===== config.mk =====
export PLATFORM = sky130hd
export DESIGN_NAME = frt_coherent_timer
export DESIGN_NICKNAME = d
export VERILOG_FILES = /design/src/rtl/frt_pkg.sv /design/src/rtl/frt_prescaler.sv /design/src/rtl/frt_counter.sv /design/src/rtl/frt_read_seq.sv /design/src/rtl/frt_coherent_timer.sv
export SDC_FILE = /design/constraint.sdc
export NUM_CORES = 1
export LEC_CHECK = 0
export BUFFER_PORTS_ARGS = -buffer_cell sky130_fd_sc_hd__buf_2
export CAP_MARGIN = 15
export CORE_ASPECT_RATIO = 1.5
export CORE_MARGIN = 3
export CORE_UTILIZATION = 40
export DETAILED_ROUTE_END_ITERATION = 12
export PLACE_DENSITY = 0.61
export SKIP_CTS_REPAIR_TIMING = 1
export SYNTH_ARGS = -nofsm -noshare
export SYNTH_HDL_FRONTEND = slang
export SYNTH_SLANG_ARGS = --single-unit

===== constraint.sdc =====
create_clock -name clk -period 3.15 [get_ports clk]
set_input_delay 0.4725 -clock clk [delete_from_list [all_inputs] [get_ports clk]]
set_output_delay 0.4725 -clock clk [all_outputs]
set_load 0.005 [all_outputs]

===== src/rtl/frt_pkg.sv =====
package frt_pkg;

    localparam int unsigned CNT_W   = 16;
    localparam int unsigned BYTE_W  = 8;
    localparam int unsigned PRE_DIV = 4;
    localparam logic [CNT_W-1:0] CNT_RST = 16'hFFFC;

    // Source of the byte placed on the read bus.
    typedef enum logic [1:0] {
        SRC_IDLE,
        SRC_HIGH,
        SRC_SNAP,
        SRC_LIVE
    } rd_src_e;

    // Low-byte snapshot and its pending marker.
    typedef struct packed {
        logic              pending;
        logic [BYTE_W-1:0] lo_byte;
    } snap_t;

    function automatic logic [BYTE_W-1:0] upper_byte(input logic [CNT_W-1:0] v);
        return v[CNT_W-1 -: BYTE_W];
    endfunction

    function automatic logic [BYTE_W-1:0] lower_byte(input logic [CNT_W-1:0] v);
        return v[BYTE_W-1:0];
    endfunction

endpackage


===== src/rtl/frt_prescaler.sv =====
module frt_prescaler #(
    parameter int unsigned DIV = frt_pkg::PRE_DIV
) (
    input  logic clk,
    input  logic rst,
    input  logic run,
    output logic tick
);
    localparam int unsigned PW = (DIV > 2) ? $clog2(DIV) : 1;
    localparam logic [PW-1:0] LAST = PW'(DIV - 1);

    logic [PW-1:0] phase_q;

    assign tick = run && (phase_q == LAST);

    always_ff @(posedge clk) begin
        if (rst) begin
            phase_q <= '0;
        end else if (run) begin
            if (phase_q == LAST) phase_q <= '0;
            else                 phase_q <= phase_q + PW'(1);
        end
    end
endmodule


===== src/rtl/frt_counter.sv =====
module frt_counter #(
    parameter int unsigned           W       = frt_pkg::CNT_W,
    parameter logic [W-1:0]          RST_VAL = frt_pkg::CNT_RST
) (
    input  logic         clk,
    input  logic         rst,
    input  logic         step,
    input  logic         flag_clr,
    output logic [W-1:0] count,
    output logic         flag
);
    logic wrap;

    assign wrap = step && (&count);

    always_ff @(posedge clk) begin
        if (rst)       count <= RST_VAL;
        else if (step) count <= count + W'(1);
    end

    // A rollover takes priority over a clear in the same cycle.
    always_ff @(posedge clk) begin
        if (rst)           flag <= 1'b0;
        else if (wrap)     flag <= 1'b1;
        else if (flag_clr) flag <= 1'b0;
    end
endmodule


===== src/rtl/frt_read_seq.sv =====
module frt_read_seq
    import frt_pkg::*;
#(
    parameter int unsigned W  = CNT_W,
    parameter int unsigned BW = BYTE_W
) (
    input  logic          clk,
    input  logic          rst,
    input  logic          rd_hi,
    input  logic          rd_lo,
    input  logic [W-1:0]  live,
    output logic [BW-1:0] rd_data,
    output snap_t         snap
);
    rd_src_e src;

    always_comb begin
        if (rd_hi)                     src = SRC_HIGH;
        else if (rd_lo && snap.pending) src = SRC_SNAP;
        else if (rd_lo)                src = SRC_LIVE;
        else                           src = SRC_IDLE;
    end

    always_comb begin
        unique case (src)
            SRC_HIGH: rd_data = upper_byte(live);
            SRC_SNAP: rd_data = snap.lo_byte;
            SRC_LIVE: rd_data = lower_byte(live);
            default:  rd_data = '0;
        endcase
    end

    always_ff @(posedge clk) begin
        if (rst) begin
            snap <= '0;
        end else if (rd_hi && !snap.pending) begin
            snap.pending <= 1'b1;
            snap.lo_byte <= lower_byte(live);
        end else if (rd_lo && !rd_hi) begin
            snap.pending <= 1'b0;
        end
    end
endmodule


===== src/rtl/frt_coherent_timer.sv =====
module frt_coherent_timer
    import frt_pkg::*;
(
    input  logic              clk,
    input  logic              rst,
    input  logic              start_en,
    input  logic              rd_hi,
    input  logic              rd_lo,
    input  logic              ovf_clr,
    output logic [BYTE_W-1:0] rd_data,
    output logic              ovf_flag
);
    logic             pre_tick;
    logic [CNT_W-1:0] cnt_q;
    snap_t            rs_snap;

    frt_prescaler #(.DIV(PRE_DIV)) u_pre (
        .clk  (clk),
        .rst  (rst),
        .run  (start_en),
        .tick (pre_tick)
    );

    frt_counter #(.W(CNT_W), .RST_VAL(CNT_RST)) u_cnt (
        .clk      (clk),
        .rst      (rst),
        .step     (pre_tick),
        .flag_clr (ovf_clr),
        .count    (cnt_q),
        .flag     (ovf_flag)
    );

    frt_read_seq #(.W(CNT_W), .BW(BYTE_W)) u_rd (
        .clk     (clk),
        .rst     (rst),
        .rd_hi   (rd_hi),
        .rd_lo   (rd_lo),
        .live    (cnt_q),
        .rd_data (rd_data),
        .snap    (rs_snap)
    );
endmodule


======== Yosys cells after proc, flatten, opt, wreduce, memory -nomap -nowiden ========
Index checks and enable logic that the tools add are counted.
W data, S select, Z words.
cells by class
  reduce and logical (&&, ||, !) cells .... 10
  equality and inequality tests ........... 4
  muxes and demuxes ....................... 9
  add/sub/neg operators ................... 2
operators with widths
  operator                 number
  $pmux W8 S3              1
  $add A16 B1 Y16 const B  1
  $reduce_and A16 Y1       1
  $mux W2                  4
  $eq A2 B2 Y1 const B     3
  $logic_and A1 B1 Y1      5
  $mux W1                  4
  $reduce_bool A2 Y1       2
  $add A2 B1 Y2 const B    1
  $eq A2 B1 Y1 const B     1
  $logic_not A1 Y1         2
word-level totals
  logic and storage cells ................. 30
  register bits after elaboration ......... 28

======== Depth between registers and ports, before layout ========
Gate-level depths: netlist of the first run.
  depth in word-level cells ............... 5
  gate-level depth with buffers ........... 5
  depth with buffers taken out ............ 5

======== Hierarchy ========
A second synthesis of the first run with hierarchy kept.
unflattened totals
  cells, all modules ...................... 149
  area, all modules ....................... 1445.1 um^2
modules (own cells, without submodules)
  module         area each (um^2)  sequential area each (um^2)  cells each  times used
  frt_counter    844.6             340.3                        82          1
  frt_read_seq   508.0             180.2                        58          1
  frt_prescaler  92.6              40.0                         9           1

======== Worst setup path after synthesis of the first run ========
No wires, ideal clock.
  kind .................................... input -> register
  from .................................... input start_en
  to ...................................... register u_cnt.count[12]
  slack ................................... 1522 ps
  stages .................................. 5
  data required time ...................... 3023 ps
  arrival ................................. 1502 ps
  path through ............................ buf_2 and4_4 nand2_2 o31a_1 or3_1
between the ends
  word-level cells in the longest chain between the ends .. 1
RTL lines
  element               line                     RTL
  from (decl)           frt_coherent_timer.sv:6  input logic start_en,
  $logic_and A1 B1 Y1   frt_prescaler.sv:14      assign tick = run && (phase_q == LAST);
  to (signal assigned)  frt_counter.sv:18        else if (step) count <= count + W'(1);
  to (decl)             frt_counter.sv:9         output logic [W-1:0] count,
Every way passes these cells.
A chain may end at the register's enable or synchronous reset.

======== Final worst setup path of the first run ========
  from .................................... register u_rd.snap[8] (netlist name)
  to ...................................... output rd_data[7]
between the ends
  word-level cells in the longest chain between the ends .. 5
RTL lines
  element                                       line                      RTL
  from (decl)                                   frt_read_seq.sv:13        output snap_t snap
  $logic_and A1 B1 Y1 *                         frt_read_seq.sv:19        else if (rd_lo && snap.pending) src = SRC_SNAP;
  $mux W2 *                                     frt_read_seq.sv:19
  $mux W2 *                                     frt_read_seq.sv:18        if (rd_hi) src = SRC_HIGH;
  $eq A2 B2 Y1 or $eq A2 B1 Y1 (tied branches)  frt_read_seq.sv:25        unique case (src)
  $pmux W8 S3 *                                 frt_read_seq.sv:25
  to (decl)                                     frt_coherent_timer.sv:10  output logic [BYTE_W-1:0] rd_data,
Mark *: on every way between the ends. The rest lies on a longest branch, timed or not.

==> metrics.yaml, run 1 <==
sta:
  tightest_slew_ps: 821
  fin_ws_ps: 1170
  post-route-period-util_pct: 63.0
  finalSetupViolCount: 0
  min_period_ps: 1980
  hold_violations: 0
  max_slew_margin_pct: 45.1
  finClkSkew_ps: 4.91
  fmax_mhz: 504
  final.setup.tns_ps: 0
  rsz0062_at_grt: "false"
  slew_viol_final: 0
yosys:
  ys_warn_count: 0
  synth_commonest_cells: "dfxtp_1 (28), mux2i_1 (19), nor2_1 (16), nand2_1 (14), o21ai_0 (9)"
  synth-seq-cells: 28
  synthArstFlopShare_pct: 0
  yosysMostFrequentCell: "dfxtp_1"
  synth_ff_type: "dfxtp_1"
  synthTopCellsByArea: "dfxtp_1 (41%), mux2i_1 (14%), nor2_1 (4.4%)"
  synth_top_cell_by_area: "dfxtp_1"
  synth_seq_area_share_pct: 40.6
  synthesis.area_sq_um: 1380
  yosys.cell_types.count: 32
  syn-num-nets: 165
  synth_edf_count: 0
  synth_top_area_share_pct: 40.6
  avgSynthCellArea_sq_um: 8.79
  netlist_instances: 157
critical_path:
  cp.arrival_ps: 1510
  worst_setup_path_start_kind: "flop"
  rrSetupSlack_ps: 1340
  crit_chain: "mux2i_1, o21ai_0, buf_2"
  crit_type: "flop to output port"
  cpLargestDelayFamily: "flip-flops"
  worst-path-max-fanout: 10
  r2r_cells: 5
  rr_endpoint: "u_cnt.count[13]"
  reg2reg_from: "u_pre.phase_q[0]"
  critical_path.slowest_cell: "dfxtp_1"
  critPathRequiredTime_ps: 2680
  end_kind: "output port"
  cp_num_buf_inv: 1
  cpPeakStageDelay_ps: 650
route:
  drc: 0
  wl_per_cell_um: 13.9
  routed_wl_um: 2870
  drt_iter0_markers: 26
  vias_per_cell: 5.29
  first_pass_iters: 4
  ant_nets: 0
  dr_total_vias: 1095
power_and_ir_drop:
  swShare_pct: 21.2
  p_clk_share_pct: 39.8
  cellInternalPower_uw: 559
  p_per_area_nw_per_um2: 461
  seq_power_share_pct: 52.4
  combPwrFrac_pct: 7.8
  ir_drop_uv: 324
  p_switching_uw: 150
  leakagePower_nw: 0.655
layout:
  final_nets: 176
  antenna_cells: 0
  drive_above_1_share_pct: 13.8
  areaGrowthSynthToFinish_pct: 11.4
clock_tree:
  clock_sinks: 28
  clk_pin_slew_ps: 100
  clkLatencyLatePin_ps: 270
  clock_path_buffers: 2
  cts_tree: "done"
  h-tree-depth: 1
  cts_made_buffers: 3
  clockRootBuffer: "clkbuf_8"
place:
  dp_slack_ps: 1330
  routabilityCongestion: 0.802
  portBuffers: 14
  dpl.hpwl_um: 2130
global_routing:
  grtUsageTotal_pct: 15.4
  grt_start_max_net_pins: 32
  grt.overflow.total: 0
  grt_pass1_wl_um: 4900
  grt_antenna_before_repair: 0
  first_global_vias: 1091
hold_path:
  worstHoldPathType: "input port to flop"
  holdCritStartpoint: "start_en"
  worstHoldEndpoint: "u_cnt.count[1]"
  hold-path-cell-count: 3
floorplan:
  die_w_um: 54.0
  coreArea_sq_um: 3220
  die_y_um: 77.9
  initial_core_util_pct: 42.8
  die_area_sq_um: 4210
  fp-row-count: 25
  ios: 15
outcome:
  status: "complete, no violations"
job:
  maxCapViolCount: 0
==> sequential cells by signal, indices dropped and copies added, names as in the netlist <==
| name | cells |
|---|---|
| u_cnt.count | 16 |
| u_rd.snap | 9 |
| u_pre.phase_q | 2 |
| u_cnt.flag | 1 |
==> worst reg2reg max path, cell delays in order, from the launching register on <==
cell and delay, ps:
dfxtp_1 370, ha_1 300, nand4_1 210, nor4_4 510, and2b_1 210, mux2i_1 170
==> routing by layer <==
| layer | wire (um) | global-route usage [%] | vias up | part of all wire [%] |
|---|---|---|---|---|
| li1 | - | - | 565 | - |
| met1 | 1210 | 18.4 | 508 | 42 |
| met2 | 1520 | 25.2 | 14 | 53 |
| met3 | 81 | 2.50 | 8 | 2.8 |
| met4 | 61 | 7.93 | 0 | 2.1 |
| met5 | 0 | 0 | - | 0 |
==> worst max-delay path by stage <==
stage | startpoint | to | slack (ps) | cells after the start
after floorplan | start_en | u_cnt.count[12] | 1520 | 5
after global placement | rd_hi | u_rd.snap[1] | 1370 | 4
after detailed placement | rd_hi | u_rd.snap[7] | 1330 | 4
after CTS | u_rd.snap[8] | rd_data[7] | 1210 | 3
after global routing | u_rd.snap[8] | rd_data[1] | 1120 | 3
final | u_rd.snap[8] | rd_data[7] | 1170 | 3
==> layout make-up <==
type                    count  area, sq um
well taps                  40         50.0
clock inverters             1         30.0
clock buffers               3         41.3
inverters                   4         15.0
multi-input cells         117          771
flip-flops and latches     28          561
fillers                   312         1680
repair buffers             14         70.1
==> power groups by stage <==
| stage | Clock, mW | Combinational, mW | Sequential (mW) |
|---|---|---|---|
| 2_1_floorplan | 0 | 0.0437 | 0.375 |
| 3_3_place_gp | 0 | 0.0534 | 0.379 |
| 3_5_place_dp | 0 | 0.0556 | 0.379 |
| 4_1_cts | 0.290 | 0.0560 | 0.372 |
| 5_1_grt | 0.303 | 0.0636 | 0.373 |
| 6_report | 0.283 | 0.0552 | 0.372 |
==> layout by cell type, fill, tap and decap left out, types with 5 or more instances in the layout <==
cell type	n
nand4_1	6
xor2_1	5
nand2_1	14
dfxtp_1	28
nand3_1	6
buf_2	14
nand2b_1	8
mux2i_1	19
o21ai_0	9
nor2_1	16
==> kinds of logic (layout without fill, tap and decap cells) <==
logic type / count (synthesis) / count (layout) / share of synthesized area (%)
and+or+nand+nor: 69 / 69 / 26.7
DFF: 28 / 28 / 40.6
AOI/OAI and AO/OA: 19 / 19 / 8.43
muxes: 19 / 19 / 13.8
buffers and inverters: 12 / 22 / 3.54
xor gates and xnor gates: 8 / 8 / 5.08
adders and majority gates: 2 / 2 / 1.81
==> through the flow <==
stage	std cells	util, %	total power, mW	hold WS [ps]	instance area (sq um)
after floorplan	157	-	0.419	460	1380
after CTS	207	47.7	0.718	508	1540
after global routing	207	47.7	0.740	521	1540
final	207	47.7	0.710	510	1540
after detailed placement	203	45.5	0.435	485	1470
after global placement	203	45.5	0.432	475	1470
Power figures use the tool's default switching activity.
==> run 2, diff against run 1 <==
--- a/config.mk
+++ b/config.mk
@@ -11,7 +11,7 @@
 export CORE_MARGIN = 3
 export CORE_UTILIZATION = 40
 export DETAILED_ROUTE_END_ITERATION = 12
-export PLACE_DENSITY = 0.61
+export PLACE_DENSITY = 0.63
 export SKIP_CTS_REPAIR_TIMING = 1
 export SYNTH_ARGS = -nofsm -noshare
 export SYNTH_HDL_FRONTEND = slang
==> constraint.sdc (replaced) <==
create_clock -name clk -period 1.8 [get_ports clk]
set_input_delay 0.27 -clock clk [delete_from_list [all_inputs] [get_ports clk]]
set_output_delay 0.27 -clock clk [all_outputs]
set_load 0.005 [all_outputs]
==> metrics.yaml, run 2 (synthesis gave the netlist of run 1 again) <==
outcome:
  status: "complete, no violations"
global_routing:
  grtUsageTotal_pct: 16.9  # +1.5 points
  grt_start_max_net_pins: 32  # unchanged
  grt.overflow.total: 0  # unchanged
  grt_antenna_before_repair: 0  # unchanged
  grt_pass1_wl_um: 5370  # +9.6%
  first_global_vias: 1165  # +6.8%
critical_path:
  worst_setup_path_start_kind: "flop"
  cpPeakStageDelay_ps: 480  # -170 ps
  crit_chain: "buf_4, mux2i_1, o21ai_0, buf_2"
  end_kind: "output port"
  worst-path-max-fanout: 6  # -4
  cpLargestDelayFamily: "flip-flops"
  critPathRequiredTime_ps: 1530  # -1150 ps
  crit_type: "flop to output port"
  critical_path.slowest_cell: "dfxtp_1"
  cp.arrival_ps: 1410  # -100 ps
  cp_num_buf_inv: 2  # +1
clock_tree:
  clockRootBuffer: "clkbuf_8"
  h-tree-depth: 1  # unchanged
  clkLatencyLatePin_ps: 280  # about the same
  clk_pin_slew_ps: 90  # about the same
  clock_sinks: 28  # unchanged
  cts_tree: "done"
  clock_path_buffers: 2  # unchanged
  cts_made_buffers: 3  # unchanged
layout:
  layout_common_cells: "dfxtp_1 (28), mux2i_1 (19), nor2_1 (16)"
  multiInputGateArea_sq_um: 771  # unchanged
  mostFrequentLayoutCell: "dfxtp_1"
  register_area_sq_um: 561  # unchanged
  fillers: 305  # -2.2%
  drive_above_1_share_pct: 15.8  # +2.0 points
  areaGrowthSynthToFinish_pct: 13.6
  top_regs: "u_cnt.count x16, u_rd.snap x9, u_pre.phase_q x2"
  final_nets: 180  # +2.3%
  largest_reg_flops: 16  # unchanged
  registers.top_by_ff_count: "u_cnt.count"
  antenna_cells: 0  # unchanged
route:
  vias_per_cell: 5.33  # +0.70%
  drc: 0  # unchanged
  first_pass_iters: 4  # unchanged
  drt_iter0_markers: 6  # -77%
  dr_total_vias: 1124  # +2.6%
  routed_wl_um: 3030  # +5.4%
  wl_per_cell_um: 14.3  # +3.4%
  ant_nets: 0  # unchanged
job:
  maxCapViolCount: 0  # unchanged
floorplan:
  die_area_sq_um: 4210  # unchanged
  die_y_um: 77.9  # unchanged
  die_w_um: 54.0  # unchanged
  fp-row-count: 25  # unchanged
  coreArea_sq_um: 3220  # unchanged
  initial_core_util_pct: 42.8  # unchanged
  ios: 15  # unchanged
power_and_ir_drop:
  total_power_mw: 1.25  # +76%
  ir_drop_uv: 481  # +49%
  p_per_area_nw_per_um2: 795  # +72%
  leakagePower_nw: 0.674  # +2.9%
sta:
  finalSetupViolCount: 0  # unchanged
  tightest_slew_ps: 876  # +54.5 ps
  rsz0062_at_grt: "false"
  hold_violations: 0  # unchanged
  final.setup.tns_ps: 0  # unchanged
  post-route-period-util_pct: 93.2
  slew_viol_final: 0  # unchanged
  fmax_mhz: 596
  min_period_ps: 1680
  max_slew_margin_pct: 41.5  # -3.6 points
  finClkSkew_ps: 5.37  # +0.453 ps
place:
  portBuffers: 14  # unchanged
  routabilityCongestion: 0.762  # -5.0%
  dpl.hpwl_um: 2270  # +6.7%
hold_path:
  worstHoldPathType: "input port to flop"
run 2: routing by layer:
layer	track usage, %	vias to the layer above	wire length (um)
met1	19.5	528	1310
met2	29.5	16	1580
li1	-	573	-
met5	0	-	0
met3	1.73	7	70
met4	7.67	0	75
run 2: tightest hold or removal path: stages:
cell     delay, ps
buf_2          100
inv_1           40
a21oi_1         60
nor2_1          80
run 2: power breakdown:
| part | switching [mW] | internal, mW | leakage (nW) |
|---|---|---|---|
| combinational | 0.0558 | 0.0482 | 0.410 |
| sequential | 0.0117 | 0.635 | 0.229 |
| clock | 0.197 | 0.298 | 0.0357 |
| total | 0.265 | 0.982 | 0.674 |
run 2: path summary, 6_finish.rpt:
check / to / slack [ps] / from / depth (start not counted)
setup reg to reg: u_cnt.count[10] / 170 / u_pre.phase_q[0] / 5
setup / recovery: rd_data[0] / 120 / u_rd.snap[8] / 4
hold / removal: u_rd.snap[8] / 310 / rd_lo / 4
hold reg to reg: u_rd.snap[2] / 510 / u_rd.snap[2] / 2
run 2: layout make-up:
cell class                      instances  share of cell area, %
Clock inverter                          1                   1.92
Inverter                                4                  0.958
Tap cell                               40                   3.19
Sequential cell                        28                   35.8
Timing Repair Buffer                   18                   6.38
Clock buffer                            3                   2.63
Multi-Input combinational cell        117                   49.2
run 2: stage by stage:
step | setup WS, ps | cell area [sq um] | hold WS [ps] | cells | utilization [%]
after detailed placement | 89.7 | 1500 | 489 | 207 | 46.4
after CTS | 72.9 | 1570 | 306 | 211 | 48.7
after global placement | 163 | 1500 | 476 | 207 | 46.4
after global routing | 14.8 | 1570 | 331 | 211 | 48.7
after floorplan | 189 | 1380 | 436 | 157 | -
final | 122 | 1570 | 311 | 211 | 48.7
==> run 3, diff against run 2 <==
--- a/config.mk
+++ b/config.mk
@@ -5,7 +5,7 @@
 export SDC_FILE = /design/constraint.sdc
 export NUM_CORES = 1
 export LEC_CHECK = 0
-export BUFFER_PORTS_ARGS = -buffer_cell sky130_fd_sc_hd__buf_2
+export BUFFER_PORTS_ARGS = -buffer_cell sky130_fd_sc_hd__buf_4
 export CAP_MARGIN = 15
 export CORE_ASPECT_RATIO = 1.5
 export CORE_MARGIN = 3
==> metrics.yaml, run 3 (synthesis gave the netlist of run 1 again) <==
clock_tree:
  clock_sinks: 28  # unchanged
  cts_made_buffers: 3  # unchanged
  clk_pin_slew_ps: 90  # about the same
  cts_tree: "done"
  h-tree-depth: 1  # unchanged
  clock_path_buffers: 2  # unchanged
  clockRootBuffer: "clkbuf_8"
  clkLatencyLatePin_ps: 280  # about the same
layout:
  drive_above_1_share_pct: 15.8  # unchanged
  fillers: 319  # +4.6%
  antenna_cells: 0  # unchanged
  final_util_pct: 49.2  # +0.58 points
  largest_reg_flops: 16  # unchanged
  mostFrequentLayoutCell: "dfxtp_1"
  final_nets: 180  # unchanged
  instances_no_fill: 211  # unchanged
  registers.top_by_ff_count: "u_cnt.count"
  multiInputGateArea_sq_um: 771  # unchanged
  areaGrowthSynthToFinish_pct: 15.0
  layout_common_cells: "dfxtp_1 (28), mux2i_1 (19), buf_4 (18)"
  top_regs: "u_cnt.count x16, u_rd.snap x9, u_pre.phase_q x2"
  register_area_sq_um: 561  # unchanged
global_routing:
  grtUsageTotal_pct: 15.0  # -1.8 points
  grt_start_max_net_pins: 32  # unchanged
  grt_antenna_before_repair: 0  # unchanged
  grt_pass1_wl_um: 4710  # -12%
  grt.overflow.total: 0  # unchanged
  grt_use_met2_pct: 26.2  # -3.3 points
  grt_most_used_layer: "met2"
  first_global_vias: 1066  # -8.5%
  met1_usage_pct: 17.1  # -2.4 points
  met3_usage_pct: 2.11  # +0.38 points
floorplan:
  coreArea_sq_um: 3220  # unchanged
  die_y_um: 77.9  # unchanged
  initial_core_util_pct: 42.8  # unchanged
  die_area_sq_um: 4210  # unchanged
  fp-row-count: 25  # unchanged
  ios: 15  # unchanged
  die_w_um: 54.0  # unchanged
sta:
  finClkSkew_ps: 6.54  # +1.18 ps
  final.setup.tns_ps: 0  # unchanged
  hold_violations: 0  # unchanged
  max_slew_margin_pct: 40.2  # -1.3 points
  tightest_slew_ps: 895  # +19.0 ps
  post-route-period-util_pct: 92.7  # -0.55 points
  finalSetupViolCount: 0  # unchanged
  rsz0062_at_grt: "false"
  fin_ws_ps: 132  # +9.89 ps
  slew_viol_final: 0  # unchanged
  min_period_ps: 1670  # -9.89 ps
  fmax_mhz: 600  # +0.59%
power_and_ir_drop:
  total_power_mw: 1.14  # -8.4%
  swShare_pct: 22.2  # +0.91 points
  p_switching_uw: 253  # -4.5%
  leakagePower_nw: 0.680  # +0.81%
  seq_power_share_pct: 56.6  # +4.7 points
  combPwrFrac_pct: 9.8  # +1.5 points
  cellInternalPower_uw: 889  # -9.5%
  p_clk_share_pct: 33.6  # -6.1 points
  p_per_area_nw_per_um2: 720  # -9.5%
  ir_drop_uv: 403  # -16%
outcome:
  status: "complete, no violations"
route:
  dr_total_vias: 1123  # -0.089%
  first_pass_iters: 4  # unchanged
  drc: 0  # unchanged
  routed_wl_um: 2860  # -5.6%
  ant_nets: 0  # unchanged
  vias_per_cell: 5.32  # about the same
  wl_per_cell_um: 13.5  # -5.6%
  drt_iter0_markers: 9  # +3
hold_path:
  worstHoldPathType: "input port to flop"
job:
  maxCapViolCount: 0  # unchanged
critical_path:
  critPathRequiredTime_ps: 1530  # about the same
  worst-path-max-fanout: 6  # unchanged
  worst_setup_path_start_kind: "flop"
  cp.arrival_ps: 1400  # about the same
  crit_type: "flop to output port"
  end_kind: "output port"
place:
  routabilityCongestion: 0.781  # +2.5%
  dp_cells: 207  # unchanged
  portBuffers: 14  # unchanged
  dpl.hpwl_um: 2150  # -5.2%
  dp_slack_ps: 153  # +62.9 ps
## run 3: stage by stage
| stage | hold slack [ps] | area, sq um |
|---|---|---|
| final | 298 | 1590 |
| after global routing | 321 | 1590 |
| after CTS | 290 | 1590 |
| after detailed placement | 487 | 1530 |
| after global placement | 473 | 1530 |
| after floorplan | 436 | 1380 |
## run 3: worst max-delay path: stages (launching register included)
cell and delay (ps):
dfxtp_1 460, buf_4 210, mux2i_1 190, o21ai_0 110, buf_4 160
## run 3: path summary, 6_finish.rpt
| check | startpoint | to | slack [ps] | cells after the start |
|---|---|---|---|---|
| hold reg to reg | u_rd.snap[2] | u_rd.snap[2] | 500 | 2 |
| setup reg to reg | u_pre.phase_q[0] | u_cnt.count[13] | 140 | 5 |
| hold / removal | start_en | u_pre.phase_q[1] | 300 | 3 |
| setup / recovery | u_rd.snap[8] | rd_data[0] | 130 | 4 |
## run 3: final cells by class
class	count	area share, %
flip-flops and latches	28	35.3
inverters	4	0.946
repair buffers	18	8.52
clock buffers	4	3.47
multi-input cells	117	48.6
well taps	40	3.15
## run 3: routing by layer
layer  routed length, um  up-vias
li1                    -      573
met1                1200      528
met2                1500       17
met3                  95        5
met4                  58        0
met5                   0        -
## run 3: power groups by stage
stage | Clock [mW] | Combinational [mW] | Sequential (mW)
after floorplan | 0 | 0.0765 | 0.656
after global placement | 0 | 0.111 | 0.660
after detailed placement | 0 | 0.114 | 0.661
after CTS | 0.404 | 0.114 | 0.646
after global routing | 0.423 | 0.126 | 0.648
final | 0.383 | 0.112 | 0.646
